### config.mk
export PLATFORM = sky130hd
export DESIGN_NAME = bscan_tap
export DESIGN_NICKNAME = d
export VERILOG_FILES = /design/src/rtl/bscan_pkg.sv /design/src/rtl/bscan_fsm.sv /design/src/rtl/bscan_cells.sv /design/src/rtl/bscan_tap.sv
export SDC_FILE = /design/constraint.sdc
export NUM_CORES = 1
export LEC_CHECK = 0
export BUFFER_PORTS_ARGS = -buffer_cell sky130_fd_sc_hd__buf_2
export CAP_MARGIN = 5
export CORE_MARGIN = 3
export CORE_UTILIZATION = 25
export CTS_CLUSTER_DIAMETER = 30
export DETAILED_ROUTE_END_ITERATION = 12
export PLACE_DENSITY = 0.39
export RECOVER_POWER = 50
export SYNTH_ARGS = -nofsm -noshare
export SYNTH_HDL_FRONTEND = slang
export SYNTH_SLANG_ARGS = --single-unit
### constraint.sdc
create_clock -name tck -period 2.5 [get_ports tck]
set_input_delay 0.25 -clock tck [delete_from_list [all_inputs] [get_ports tck]]
set_output_delay 0.25 -clock tck [all_outputs]
set_load 0.05 [all_outputs]
### src/rtl/bscan_pkg.sv
package bscan_pkg;

    typedef enum logic [3:0] {
        ST_RESET, ST_IDLE,
        ST_SEL_DR, ST_CAP_DR, ST_SH_DR, ST_EX1_DR, ST_PA_DR, ST_EX2_DR, ST_UPD_DR,
        ST_SEL_IR, ST_CAP_IR, ST_SH_IR, ST_EX1_IR, ST_PA_IR, ST_EX2_IR, ST_UPD_IR
    } tap_state_e;

    localparam int unsigned IR_W = 4;

    localparam logic [IR_W-1:0] OP_EXTEST = 4'b0000;
    localparam logic [IR_W-1:0] OP_IDCODE = 4'b0001;
    localparam logic [IR_W-1:0] OP_SAMPLE = 4'b0010;
    localparam logic [IR_W-1:0] OP_HIGHZ  = 4'b0011;
    localparam logic [IR_W-1:0] OP_BYPASS = 4'b1111;
    localparam logic [IR_W-1:0] IR_CAPTURE = 4'b0001;

    typedef enum logic [1:0] {
        DR_BYPASS, DR_IDENT, DR_BOUNDARY
    } dr_sel_e;

endpackage

### src/rtl/bscan_fsm.sv
module bscan_fsm
    import bscan_pkg::*;
(
    input  logic       tck,
    input  logic       por_n,
    input  logic       tms,
    output tap_state_e state
);

    tap_state_e st_d, st_q;

    always_comb begin
        st_d = st_q;
        unique case (st_q)
            ST_RESET:  st_d = tms ? ST_RESET  : ST_IDLE;
            ST_IDLE:   st_d = tms ? ST_SEL_DR : ST_IDLE;
            ST_SEL_DR: st_d = tms ? ST_SEL_IR : ST_CAP_DR;
            ST_CAP_DR: st_d = tms ? ST_EX1_DR : ST_SH_DR;
            ST_SH_DR:  st_d = tms ? ST_EX1_DR : ST_SH_DR;
            ST_EX1_DR: st_d = tms ? ST_UPD_DR : ST_PA_DR;
            ST_PA_DR:  st_d = tms ? ST_EX2_DR : ST_PA_DR;
            ST_EX2_DR: st_d = tms ? ST_UPD_DR : ST_SH_DR;
            ST_UPD_DR: st_d = tms ? ST_SEL_DR : ST_IDLE;
            ST_SEL_IR: st_d = tms ? ST_RESET  : ST_CAP_IR;
            ST_CAP_IR: st_d = tms ? ST_EX1_IR : ST_SH_IR;
            ST_SH_IR:  st_d = tms ? ST_EX1_IR : ST_SH_IR;
            ST_EX1_IR: st_d = tms ? ST_UPD_IR : ST_PA_IR;
            ST_PA_IR:  st_d = tms ? ST_EX2_IR : ST_PA_IR;
            ST_EX2_IR: st_d = tms ? ST_UPD_IR : ST_SH_IR;
            ST_UPD_IR: st_d = tms ? ST_SEL_DR : ST_IDLE;
            default:   st_d = ST_RESET;
        endcase
    end

    always_ff @(posedge tck or negedge por_n) begin
        if (!por_n) st_q <= ST_RESET;
        else        st_q <= st_d;
    end

    assign state = st_q;

endmodule

### src/rtl/bscan_cells.sv
module bscan_cells #(
    parameter int unsigned N_IN   = 2,
    parameter int unsigned N_BIDI = 2
) (
    input  logic              tck,
    input  logic              por_n,
    input  logic              cap_en,
    input  logic              shift_en,
    input  logic              upd_en,
    input  logic              ext_mode,
    input  logic              hiz_mode,
    input  logic              tdi,
    input  logic [N_IN-1:0]   in_pin,
    input  logic [N_BIDI-1:0] bidi_in,
    input  logic [N_BIDI-1:0] core_out,
    input  logic [N_BIDI-1:0] core_oe,
    output logic              so,
    output logic [N_BIDI-1:0] pad_out,
    output logic [N_BIDI-1:0] pad_oe,
    output logic [N_BIDI-1:0] upd_data,
    output logic [N_BIDI-1:0] upd_oe
);

    localparam int unsigned LEN = N_IN + 2 * N_BIDI;

    typedef struct packed {
        logic [N_BIDI-1:0] dat;
        logic [N_BIDI-1:0] oe;
    } hold_t;

    logic [LEN-1:0]    snap;
    logic [LEN-1:0]    chain_d, chain_q;
    logic [N_BIDI-1:0] chain_dat, chain_oe;
    hold_t             hold_d, hold_q;

    for (genvar i = 0; i < N_IN; i++) begin : g_in_cell
        assign snap[i] = in_pin[i];
    end

    for (genvar j = 0; j < N_BIDI; j++) begin : g_bidi_cell
        assign snap[N_IN + 2*j]     = bidi_in[j];
        assign snap[N_IN + 2*j + 1] = core_oe[j];
        assign chain_dat[j]         = chain_q[N_IN + 2*j];
        assign chain_oe[j]          = chain_q[N_IN + 2*j + 1];
    end

    always_comb begin
        chain_d = chain_q;
        if (cap_en)        chain_d = snap;
        else if (shift_en) chain_d = {tdi, chain_q[LEN-1:1]};
    end

    always_ff @(posedge tck or negedge por_n) begin
        if (!por_n) chain_q <= '0;
        else        chain_q <= chain_d;
    end

    always_comb begin
        hold_d = hold_q;
        if (upd_en) begin
            hold_d.dat = chain_dat;
            hold_d.oe  = chain_oe;
        end
    end

    always_ff @(negedge tck or negedge por_n) begin
        if (!por_n) hold_q <= '0;
        else        hold_q <= hold_d;
    end

    assign so       = chain_q[0];
    assign upd_data = hold_q.dat;
    assign upd_oe   = hold_q.oe;
    assign pad_out  = ext_mode ? hold_q.dat : core_out;
    assign pad_oe   = hiz_mode ? '0 : (ext_mode ? hold_q.oe : core_oe);

endmodule

### src/rtl/bscan_tap.sv
module bscan_tap
    import bscan_pkg::*;
#(
    parameter int unsigned N_IN      = 2,
    parameter int unsigned N_BIDI    = 2,
    parameter logic [31:0] ID_CODE   = 32'h0A5C_1F3E,
    parameter bit          PULLUP_EN = 1'b1
) (
    input  logic              tck,
    input  logic              por_n,
    input  logic              tms,
    input  logic              tdi,
    output logic              tdo,
    output logic              tdo_en,
    input  logic [N_IN-1:0]   in_pin,
    input  logic [N_BIDI-1:0] bidi_in,
    input  logic [N_BIDI-1:0] core_out,
    input  logic [N_BIDI-1:0] core_oe,
    output logic [N_BIDI-1:0] pad_out,
    output logic [N_BIDI-1:0] pad_oe
);

    localparam logic [31:0] ID_WORD = ID_CODE | 32'd1;

    typedef struct packed {
        logic [IR_W-1:0] ir_sh;
        logic [31:0]     idsr;
        logic            byp;
    } rise_t;

    typedef struct packed {
        logic [IR_W-1:0] ir;
        logic            tdo;
        logic            tdo_en;
    } fall_t;

    logic              tms_i, tdi_i;
    tap_state_e        tap_st;
    rise_t             rise_d, rise_q;
    fall_t             fall_d, fall_q;
    dr_sel_e           dr_sel;
    logic              ext_mode, hiz_mode;
    logic              bsr_so, ser_out;
    logic [IR_W-1:0]   ir_cur;
    logic [N_BIDI-1:0] ext_data, ext_oe;

    if (PULLUP_EN) begin : g_pullup
        assign tms_i = (tms === 1'b0) ? 1'b0 : 1'b1;
        assign tdi_i = (tdi === 1'b0) ? 1'b0 : 1'b1;
    end else begin : g_plain
        assign tms_i = tms;
        assign tdi_i = tdi;
    end

    bscan_fsm u_fsm (
        .tck   (tck),
        .por_n (por_n),
        .tms   (tms_i),
        .state (tap_st)
    );

    assign ir_cur = fall_q.ir;

    always_comb begin
        dr_sel   = DR_BYPASS;
        ext_mode = 1'b0;
        hiz_mode = 1'b0;
        case (ir_cur)
            OP_EXTEST: begin dr_sel = DR_BOUNDARY; ext_mode = 1'b1; end
            OP_SAMPLE: dr_sel = DR_BOUNDARY;
            OP_IDCODE: dr_sel = DR_IDENT;
            OP_HIGHZ:  hiz_mode = 1'b1;
            default:   dr_sel = DR_BYPASS;
        endcase
    end

    always_comb begin
        rise_d = rise_q;
        case (tap_st)
            ST_CAP_IR: rise_d.ir_sh = IR_CAPTURE;
            ST_SH_IR:  rise_d.ir_sh = {tdi_i, rise_q.ir_sh[IR_W-1:1]};
            ST_CAP_DR: begin
                rise_d.idsr = ID_WORD;
                rise_d.byp  = 1'b0;
            end
            ST_SH_DR: begin
                rise_d.idsr = {tdi_i, rise_q.idsr[31:1]};
                rise_d.byp  = tdi_i;
            end
            default: ;
        endcase
    end

    always_ff @(posedge tck or negedge por_n) begin
        if (!por_n) rise_q <= '{ir_sh: IR_CAPTURE, idsr: ID_WORD, byp: 1'b0};
        else        rise_q <= rise_d;
    end

    always_comb begin
        if (tap_st == ST_SH_IR) ser_out = rise_q.ir_sh[0];
        else begin
            unique case (dr_sel)
                DR_IDENT:    ser_out = rise_q.idsr[0];
                DR_BOUNDARY: ser_out = bsr_so;
                default:     ser_out = rise_q.byp;
            endcase
        end
    end

    always_comb begin
        fall_d        = fall_q;
        fall_d.tdo    = ser_out;
        fall_d.tdo_en = (tap_st == ST_SH_IR) || (tap_st == ST_SH_DR);
        if (tap_st == ST_RESET)       fall_d.ir = OP_IDCODE;
        else if (tap_st == ST_UPD_IR) fall_d.ir = rise_q.ir_sh;
    end

    always_ff @(negedge tck or negedge por_n) begin
        if (!por_n) fall_q <= '{ir: OP_IDCODE, tdo: 1'b0, tdo_en: 1'b0};
        else        fall_q <= fall_d;
    end

    bscan_cells #(
        .N_IN   (N_IN),
        .N_BIDI (N_BIDI)
    ) u_cells (
        .tck      (tck),
        .por_n    (por_n),
        .cap_en   (tap_st == ST_CAP_DR && dr_sel == DR_BOUNDARY),
        .shift_en (tap_st == ST_SH_DR  && dr_sel == DR_BOUNDARY),
        .upd_en   (tap_st == ST_UPD_DR && dr_sel == DR_BOUNDARY),
        .ext_mode (ext_mode),
        .hiz_mode (hiz_mode),
        .tdi      (tdi_i),
        .in_pin   (in_pin),
        .bidi_in  (bidi_in),
        .core_out (core_out),
        .core_oe  (core_oe),
        .so       (bsr_so),
        .pad_out  (pad_out),
        .pad_oe   (pad_oe),
        .upd_data (ext_data),
        .upd_oe   (ext_oe)
    );

    assign tdo    = fall_q.tdo;
    assign tdo_en = fall_q.tdo_en;

endmodule

==> flow_summary_export.csv, run 1 <==
group,metric,value,unit
run_status,status,"finished with violations",
run_status,violations,"negative setup slack",
route,wl,5640,um
yosys,yosysUniqueCellTypes,44,
yosys,yosys.cell_count.top_type,"dfrtp_1",
yosys,yosysWarnings,0,
setup_path,crit_type,"reg2out",
route,vias,1823,
die,dieArea,0.0112,mm2
finish,drive_above_1_share,41.0,%
yosys,synth_fp_nets,226,
clock_network,clock_latency,0.36,ns
route,route.met3.wl,148,um
yosys,postSynth.asyncResetShare,100,%
route,drc,0,
flow_run,drv_cap,0,
route,post_drt_via_cell_ratio,4.80,
clock_network,cts.path.max_buffers,2,
finish,utilization,33.6,%
setup_path,required,2.25,ns
die,start_util,26.4,%
die,core,0.00946,mm2
die,ios,18,
clock_network,clock_sinks,56,
yosys,synthFlopType,"dfrtp_1",
clock_network,cts_tree,"built",
grt,grt_overflow,0,
grt,track_usage,10.7,%
die,rows,35,
clock_network,cts_max_level,2,
timing,setup_slack,-0.558,ns
yosys,synth_largest_area_cell,"dfrtp_1",
grt,grt_pass1_wl,9670,um
place,globalplace.congestion,0.693,
die,die_x,106,um
route,met1_length,2870,um
clock_network,clockRootBuffer,"clkbuf_8",
setup_path,cp_max_fo,5,
die,die_h,106,um
power_and_ir_drop,ir_worst_vdd,0.404,mV
yosys,ys_ff_latch,56,
yosys,syn_area,0.00250,mm2
power_and_ir_drop,cellPowerDensity,1250,mW/mm2
route,detail_route.wl_per_cell,14.9,um
grt,grt_max_degree,28,
place,portBuffers,17,
yosys,netlist_top_cells_area,"dfrtp_1, dfstp_2, dfrtn_1",
timing,skew,0.0540,ns
timing,final-hold-violation-count,0,
route,top_layer,"met4",
yosys,netlist_instances,212,
timing,rsz0062_at_grt,"true",
place,dpl.hpwl,3810,um
yosys,yosysTopAreaCellShare,28.1,%
worst_hold_path,worst_hold_path_type,"in2reg",
route,drt_iter0_drc,41,
timing,setup_violations,18,
yosys,ys_seq_area_share,57.1,%
timing,max_slew_margin,26.7,%
setup_path,critPathLaunchType,"flop",
route,ant_nets,0,
grt,grt_pass1_vias,1875,
finish,fin_nets,264,
finish,area_growth,27.3,%
place,post-place-ws,-0.488,ns
power_and_ir_drop,p_leak,1.34,nW
route,dr.pass1.iters,5,
timing,tightest_slew,1.10,ns
power_and_ir_drop,total_power,3.97,mW
route,wl_met2,2580,um
yosys,avgSynthCellArea,11.8,um2
setup_path,end_kind,"primary output",
setup_path,crit_arrival,2.81,ns
clock_network,path_clk_slew,0.10,ns
clock_network,numCtsBuffers,5,
timing,drv_slew,0,
grt,antenna_found_initial,0,
yosys,synth_edf_count,0,
yosys,synthTopCellsByCount,"dfrtp_1, dfstp_2, o22a_1, a22o_1, clkbuf_1",
finish,diodes,0,
-- kinds of logic after synthesis --
family / count (synthesis) / synth area share, %
muxes: 6 / 2.71
buffers and inverters: 27 / 5.16
AOI/OAI and AO/OA: 76 / 23.3
and+or+nand+nor: 44 / 10.4
xor gates and xnor gates: 1 / 0.351
adders and majority gates: 2 / 1.00
DFF: 56 / 57.1
-- layout make-up --
type                            count  area (um2)
Sequential cell                    56        1430
Clock buffer                        6        72.6
Fill cell                         976        6280
Clock inverter                      3        20.0
Timing Repair Buffer               51         367
Inverter                            6        22.5
Tap cell                          129         161
Multi-Input combinational cell    129        1110
-- cells in the final DEF, fill, tap and decap left out, drive strengths merged, types with 6 or more instances in the layout --
master   instances
buf             45
dfrtp           28
dfstp           19
o22a            17
a22o            15
clkbuf          11
o22ai            9
dfrtn            9
nand2            9
a21oi            9
nor2             8
inv              7
mux2             6
a2bb2oi          6
o21ai            6
-- layer usage --
metal  up-vias  GRT usage [%]
met4         0           2.78
met1       926           15.4
met5         -              0
li1        874              -
met3         4           2.25
met2        19           16.4
-- through the flow --
step                      hold WS, ns  cell area, um2  setup TNS [ns]  std cells
after floorplan               -0.0456            2560           -5.40        212
after global placement          0.236            2850           -4.57        362
after CTS                       0.229            3170           -5.60        379
final                           0.241            3180           -5.65        380
after detailed placement        0.230            2850           -4.79        362
after global routing            0.227            3180           -8.68        380
-- path summary, 6_finish.rpt --
kind                                        start                 end  slack [ns]  cells after the start
min in group asynchronous                   por_n          rise_q[24]        0.66                      2
worst min-delay path                          tdi          rise_q[32]        0.24                      2
worst max-delay path                    ir_cur[1]          pad_out[0]       -0.56                      4
worst min register to register  u_cells.upd_oe[1]   u_cells.upd_oe[1]        0.47                      1
max in group asynchronous                   por_n           ir_cur[3]        0.02                      2
worst max register to register          ir_cur[0]  u_cells.chain_q[4]       -0.37                      5
-- where the power goes --
part	leakage [nW]	internal, mW	total [mW]	switching, mW
Sequential	0.687	1.33	1.55	0.222
Clock	0.0467	0.203	0.515	0.312
Combinational	0.603	0.909	1.91	0.997
Total	1.34	2.44	3.97	1.53
-- what timing repair did --
| item | in CTS | in global routing |
|---|---|---|
| hold buffers | 1 | 0 |
| resized for setup | 36 | 6 |
| buffers inserted | 8 | 2 |
| gates cloned | 0 | 0 |
| pin swaps | 10 | 6 |
| endpoints found under the hold margin | 5 | 0 |
| endpoints found under the setup margin | 20 | 19 |
-- sequential cells by signal, indices dropped and copies added, names as in the netlist --
signal / cells
rise_q: 36
u_cells.chain_q: 6
ir_cur: 4
u_fsm.state: 4
u_cells.upd_data: 2
u_cells.upd_oe: 2
tdo: 1
tdo_en: 1
-- worst max-delay path: stages, from the launching register on --
cell	delay, ns
dfrtn_1	0.56
buf_4	0.20
nor2_4	0.05
mux2_4	0.29
buf_6	0.15
Power figures use the tool's default switching activity.
==> run 2, diff against run 1 <==
- CORE_UTILIZATION: 25 -> 59
- PLACE_DENSITY: 0.39 -> 0.77
- SETUP_SLACK_MARGIN: unset -> 0.15
==> flow_summary_export.csv, run 2 (synthesis results as in run 1) <==
group,metric,value,unit
run_status,status,"finished with violations",
run_status,violations,"negative setup slack",
route,dr.pass1.iters,4,
finish,top_register,"rise_q",
timing,tightest_slew,0.879,ns
timing,skew,0.0742,ns
route,ant_nets,0,
finish,diodes,0,
place,globalplace.congestion,0.822,
die,ios,18,
setup_path,reg2reg_slack,-0.45,ns
route,detail_route.wl_per_cell,19.4,um
place,placed_cell_area,0.00276,mm2
setup_path,r2r_start,"ir_cur[0]",
grt,antenna_found_initial,0,
route,drc,0,
route,wl,5980,um
grt,grt_pass1_vias,1919,
clock_network,path_clk_slew,0.09,ns
setup_path,crit-reg2reg-capture,"u_cells.chain_q[1]",
timing,max_slew_margin,41.4,%
clock_network,clock_sinks,56,
timing,timing.setup.tns,-6.25,ns
clock_network,numCtsBuffers,5,
power_and_ir_drop,p_comb_share,51.9,%
worst_hold_path,hold_depth,2,
flow_run,drv_cap,0,
worst_hold_path,min-delay-start,"tdi",
setup_path,crit_type,"reg2out",
setup_path,required,2.25,ns
power_and_ir_drop,seqPwrFrac,36.5,%
route,post_drt_via_cell_ratio,6.44,
grt,grt_overflow,0,
finish,final_cell_mix,"dfrtp_1, buf_4, dfstp_2",
worst_hold_path,worst_hold_path_type,"in2reg",
finish,final_area,0.00323,mm2
power_and_ir_drop,internal-power,2.64,mW
die,die_h,71.0,um
worst_hold_path,min_to,"rise_q[32]",
place,portBuffers,17,
die,core,0.00403,mm2
power_and_ir_drop,cellPowerDensity,1350,mW/mm2
power_and_ir_drop,ir_worst_vdd,0.901,mV
finish,largest_reg_flops,36,
timing,setup_slack,-0.612,ns
timing,final-hold-violation-count,0,
grt,grt_pass1_wl,9450,um
die,start_util,62.0,%
place,dpl.hpwl,3440,um
clock_network,clockRootBuffer,"clkbuf_8",
finish,fin_nets,271,
power_and_ir_drop,netSwitchingPower,1.71,mW
finish,top_regs,"rise_q (36), u_cells.chain_q (6)",
clock_network,cts_tree,"built",
setup_path,critPathLaunchType,"flop",
grt,grtUsageMet1,31.2,%
timing,rsz0062_at_grt,"true",
die,rows,23,
setup_path,cp_max_fo,2,
finish,drive_above_1_share,45.3,%
timing,setup_violations,19,
grt,grt.busiest_layer,"met2",
route,drt_iter0_drc,199,
grt,track_usage,24.1,%
power_and_ir_drop,p_clk_share,11.6,%
die,die_x,71.0,um
power_and_ir_drop,p_leak,1.39,nW
clock_network,cts.path.max_buffers,2,
clock_network,cts_max_level,2,
power_and_ir_drop,sw_frac_of_total,39.3,%
die,dieArea,0.00505,mm2
timing,fin_worst_hold_slack,0.223,ns
finish,final_common_cell,"dfrtp_1",
timing,drv_slew,0,
route,vias,1983,
grt,grt_use_met2,38.8,%
setup_path,crit_arrival,2.86,ns
grt,grt_max_degree,31,
setup_path,end_kind,"primary output",
grt,use_met3,5.40,%
setup_path,r2r_cells,5,
clock_network,clock_latency,0.38,ns
finish,area_growth,29.4,%
[run 2: cell type report]
cell class	instances	area (um2)
Fill cell	219	798
Inverter	6	22.5
Tap cell	50	62.6
Timing Repair Buffer	58	470
Clock inverter	4	25.0
Sequential cell	56	1430
Clock buffer	5	68.8
Multi-Input combinational cell	129	1150
[run 2: critical path, cell delays in order (launching register included)]
cell     delay (ns)
dfrtn_1        0.39
nor3_4         0.25
inv_2          0.09
nor2_4         0.11
mux2_4         0.31
buf_6          0.15
[run 2: timing repair]
action,in CTS,in global routing
setup endpoints to repair,22,22
hold buffers,1,0
pin swaps,8,7
endpoints found under the hold margin,3,0
gates resized for setup,48,10
buffers inserted,9,10
gates cloned,0,0
[run 2: power by group through the flow]
stage	combinational [mW]	sequential, mW	clock (mW)
final	2.26	1.59	0.505
after global placement	1.55	1.54	0.00501
after floorplan	1.30	1.54	0.00501
after global routing	2.42	1.63	0.555
after detailed placement	1.62	1.56	0.00501
after CTS	2.00	1.57	0.512
[run 2: metrics by stage]
stage                     std cells  worst slack [ns]  total power, mW  util [%]
after floorplan                 212            -0.436             2.85         -
after global placement          280            -0.411             3.09      68.4
after detailed placement        280            -0.432             3.19      68.4
after CTS                       298            -0.559             4.08      77.6
after global routing            308            -0.669             4.61      80.2
final                           308            -0.612             4.35      80.2
[run 2: how the worst max path moves through the flow]
stage	start	endpoint	slack [ns]	cells past startpoint
after global placement	ir_cur[0]	pad_out[0]	-0.41	5
after floorplan	ir_cur[0]	u_cells.chain_q[0]	-0.44	6
after global routing	ir_cur[3]	pad_out[1]	-0.67	5
after detailed placement	ir_cur[0]	pad_out[1]	-0.43	5
after CTS	ir_cur[2]	pad_out[1]	-0.56	5
final	ir_cur[2]	pad_out[1]	-0.61	5
[run 2: routing by layer]
metal,up-vias,part of all wire (%)
met4,0,2.9
met2,88,52
li1,882,-
met3,18,6.3
met5,-,0
met1,995,39
==> run 3, diff against run 2 <==
- TNS_END_PERCENT: unset -> 50
==> flow_summary_export.csv, run 3 (synthesis results as in run 1) <==
group,metric,value,unit
timing,setup_slack,-0.601,ns
finish,final_common_cell,"dfrtp_1",
grt,grtUsageMet1,31.6,%
power_and_ir_drop,ir_worst_vdd,0.724,mV
finish,n_fill_cell,251,
die,die_x,71.0,um
worst_hold_path,worst_hold_path_type,"in2reg",
timing,tightest_slew,1.17,ns
finish,area_growth,21.6,%
clock_network,numCtsBuffers,5,
grt,track_usage,24.0,%
setup_path,required,2.25,ns
timing,drv_slew,0,
setup_path,cp_max_fo,2,
setup_path,critPathMaxStageDelay,0.39,ns
die,die_h,71.0,um
worst_hold_path,hold_depth,2,
finish,final_cell_mix,"dfrtp_1, dfstp_2, buf_4",
die,dieArea,0.00505,mm2
power_and_ir_drop,cellPowerDensity,1310,mW/mm2
setup_path,cp.depth,5,
route,wl,5870,um
setup_path,end_kind,"primary output",
grt,grt.busiest_layer,"met2",
place,placed_cell_area,0.00273,mm2
timing,fin_worst_hold_slack,0.226,ns
finish,utilization,75.3,%
grt,grt_max_degree,27,
grt,grt_use_met2,39.6,%
route,post_drt_via_cell_ratio,6.42,
timing,max_slew_margin,21.9,%
finish,multi_input_area,0.00113,mm2
setup_path,critPathSlowestCell,"dfrtn_1",
route,ant_nets,0,
die,rows,23,
route,drc,0,
die,core,0.00403,mm2
route,drt_iter0_drc,153,
timing,rsz0062_at_grt,"true",
flow_run,drv_cap,0,
finish,largest_reg_flops,36,
setup_path,path_buf_inv,2,
setup_path,cp_cell_sequence,"nor3_4, inv_2, nor2_4, mux2_4, buf_6",
place,portBuffers,17,
run_status,status,"finished with violations",
setup_path,crit_type,"reg2out",
clock_network,cts_tree,"built",
timing,final-hold-violation-count,0,
clock_network,clock_latency,0.38,ns
grt,grt_overflow,0,
clock_network,cts.path.max_buffers,2,
route,dr.pass1.iters,4,
power_and_ir_drop,p_leak,1.30,nW
clock_network,clockRootBuffer,"clkbuf_8",
finish,top_regs,"rise_q (36), u_cells.chain_q (6)",
finish,top_register,"rise_q",
setup_path,critPathLaunchType,"flop",
timing,setup_violations,28,
clock_network,clock_sinks,56,
grt,grt_pass1_wl,9200,um
grt,grt_pass1_vias,1846,
run_status,violations,"negative setup slack",
finish,seqCellArea,0.00143,mm2
place,dpl.hpwl,3700,um
grt,antenna_found_initial,0,
setup_path,r2r_cells,5,
route,vias,1867,
finish,final_area,0.00304,mm2
place,globalplace.congestion,0.846,
timing,skew,0.0669,ns
clock_network,cts_max_level,2,
setup_path,crit_arrival,2.85,ns
route,detail_route.wl_per_cell,20.2,um
setup_path,critical-path-top-delay-family,"flip-flops",
grt,use_met3,4.83,%
die,start_util,62.0,%
finish,drive_above_1_share,40.2,%
finish,fin_nets,254,
clock_network,path_clk_slew,0.10,ns
finish,diodes,0,
die,ios,18,
## run 3: cell types whose count changed in the layout (fill, tap and decap cells not counted), moves of 3 or more
cell and delta:
a2bb2oi_2 +3, buf_6 -6, buf_4 -6, a2bb2oi_1 -3
## run 3: path summary, 6_finish.rpt
path | from | end | slack (ns)
worst max-delay path | ir_cur[2] | pad_out[1] | -0.60
max in group asynchronous | por_n | tdo_en | -0.03
worst min-delay path | tdi | rise_q[32] | 0.23
min in group asynchronous | por_n | rise_q[32] | 0.68
worst min register to register | u_cells.upd_oe[1] | u_cells.upd_oe[1] | 0.45
worst max register to register | ir_cur[0] | u_cells.chain_q[0] | -0.46
## run 3: what timing repair did
item                       in CTS  in global routing
resized for setup              38                  9
hold endpoints to repair        7                  0
setup endpoints to repair      22                 22
pin swaps                       5                  1
buffers inserted                1                  1
hold buffers                    1                  0
## run 3: where the power goes
part | internal [mW] | switching [mW] | leakage [nW]
logic | 0.858 | 1.03 | 0.563
clock network | 0.202 | 0.304 | 0.0467
registers | 1.33 | 0.262 | 0.687
## run 3: layer usage
layer / vias to the layer above / wire [um] / share of wire, %
li1: 847 / - / -
met1: 944 / 2400 / 41
met2: 60 / 3060 / 52
met3: 16 / 232 / 4.0
met4: 0 / 171 / 2.9
met5: - / 0 / 0
## run 3: layout make-up
cell class	instances	share of cell area (%)
Sequential cell	56	46.9
Clock inverter	3	0.660
Tap cell	50	2.06
Timing Repair Buffer	41	9.93
Inverter	6	0.742
Clock buffer	6	2.39
Multi-Input combinational cell	129	37.3
## run 3: metrics by stage
| stage | total power, mW | setup WS, ns | cells | setup TNS (ns) |
|---|---|---|---|---|
| 3_5_place_dp | 3.17 | -0.435 | 280 | -4.83 |
| 2_1_floorplan | 2.74 | -0.436 | 212 | -5.71 |
| 4_1_cts | 3.89 | -0.588 | 290 | -5.65 |
| 6_report | 3.98 | -0.601 | 291 | -8.00 |
| 3_3_place_gp | 3.04 | -0.386 | 280 | -4.25 |
| 5_1_grt | 4.22 | -0.658 | 291 | -10.30 |
## run 3: worst reg2reg max path, stage by stage (launching register included)
cell and delay (ns):
dfstp_2 0.57, nand2b_1 0.10, or3_4 0.36, ha_4 0.17
a21boi_4 0.16, a2bb2oi_2 0.16
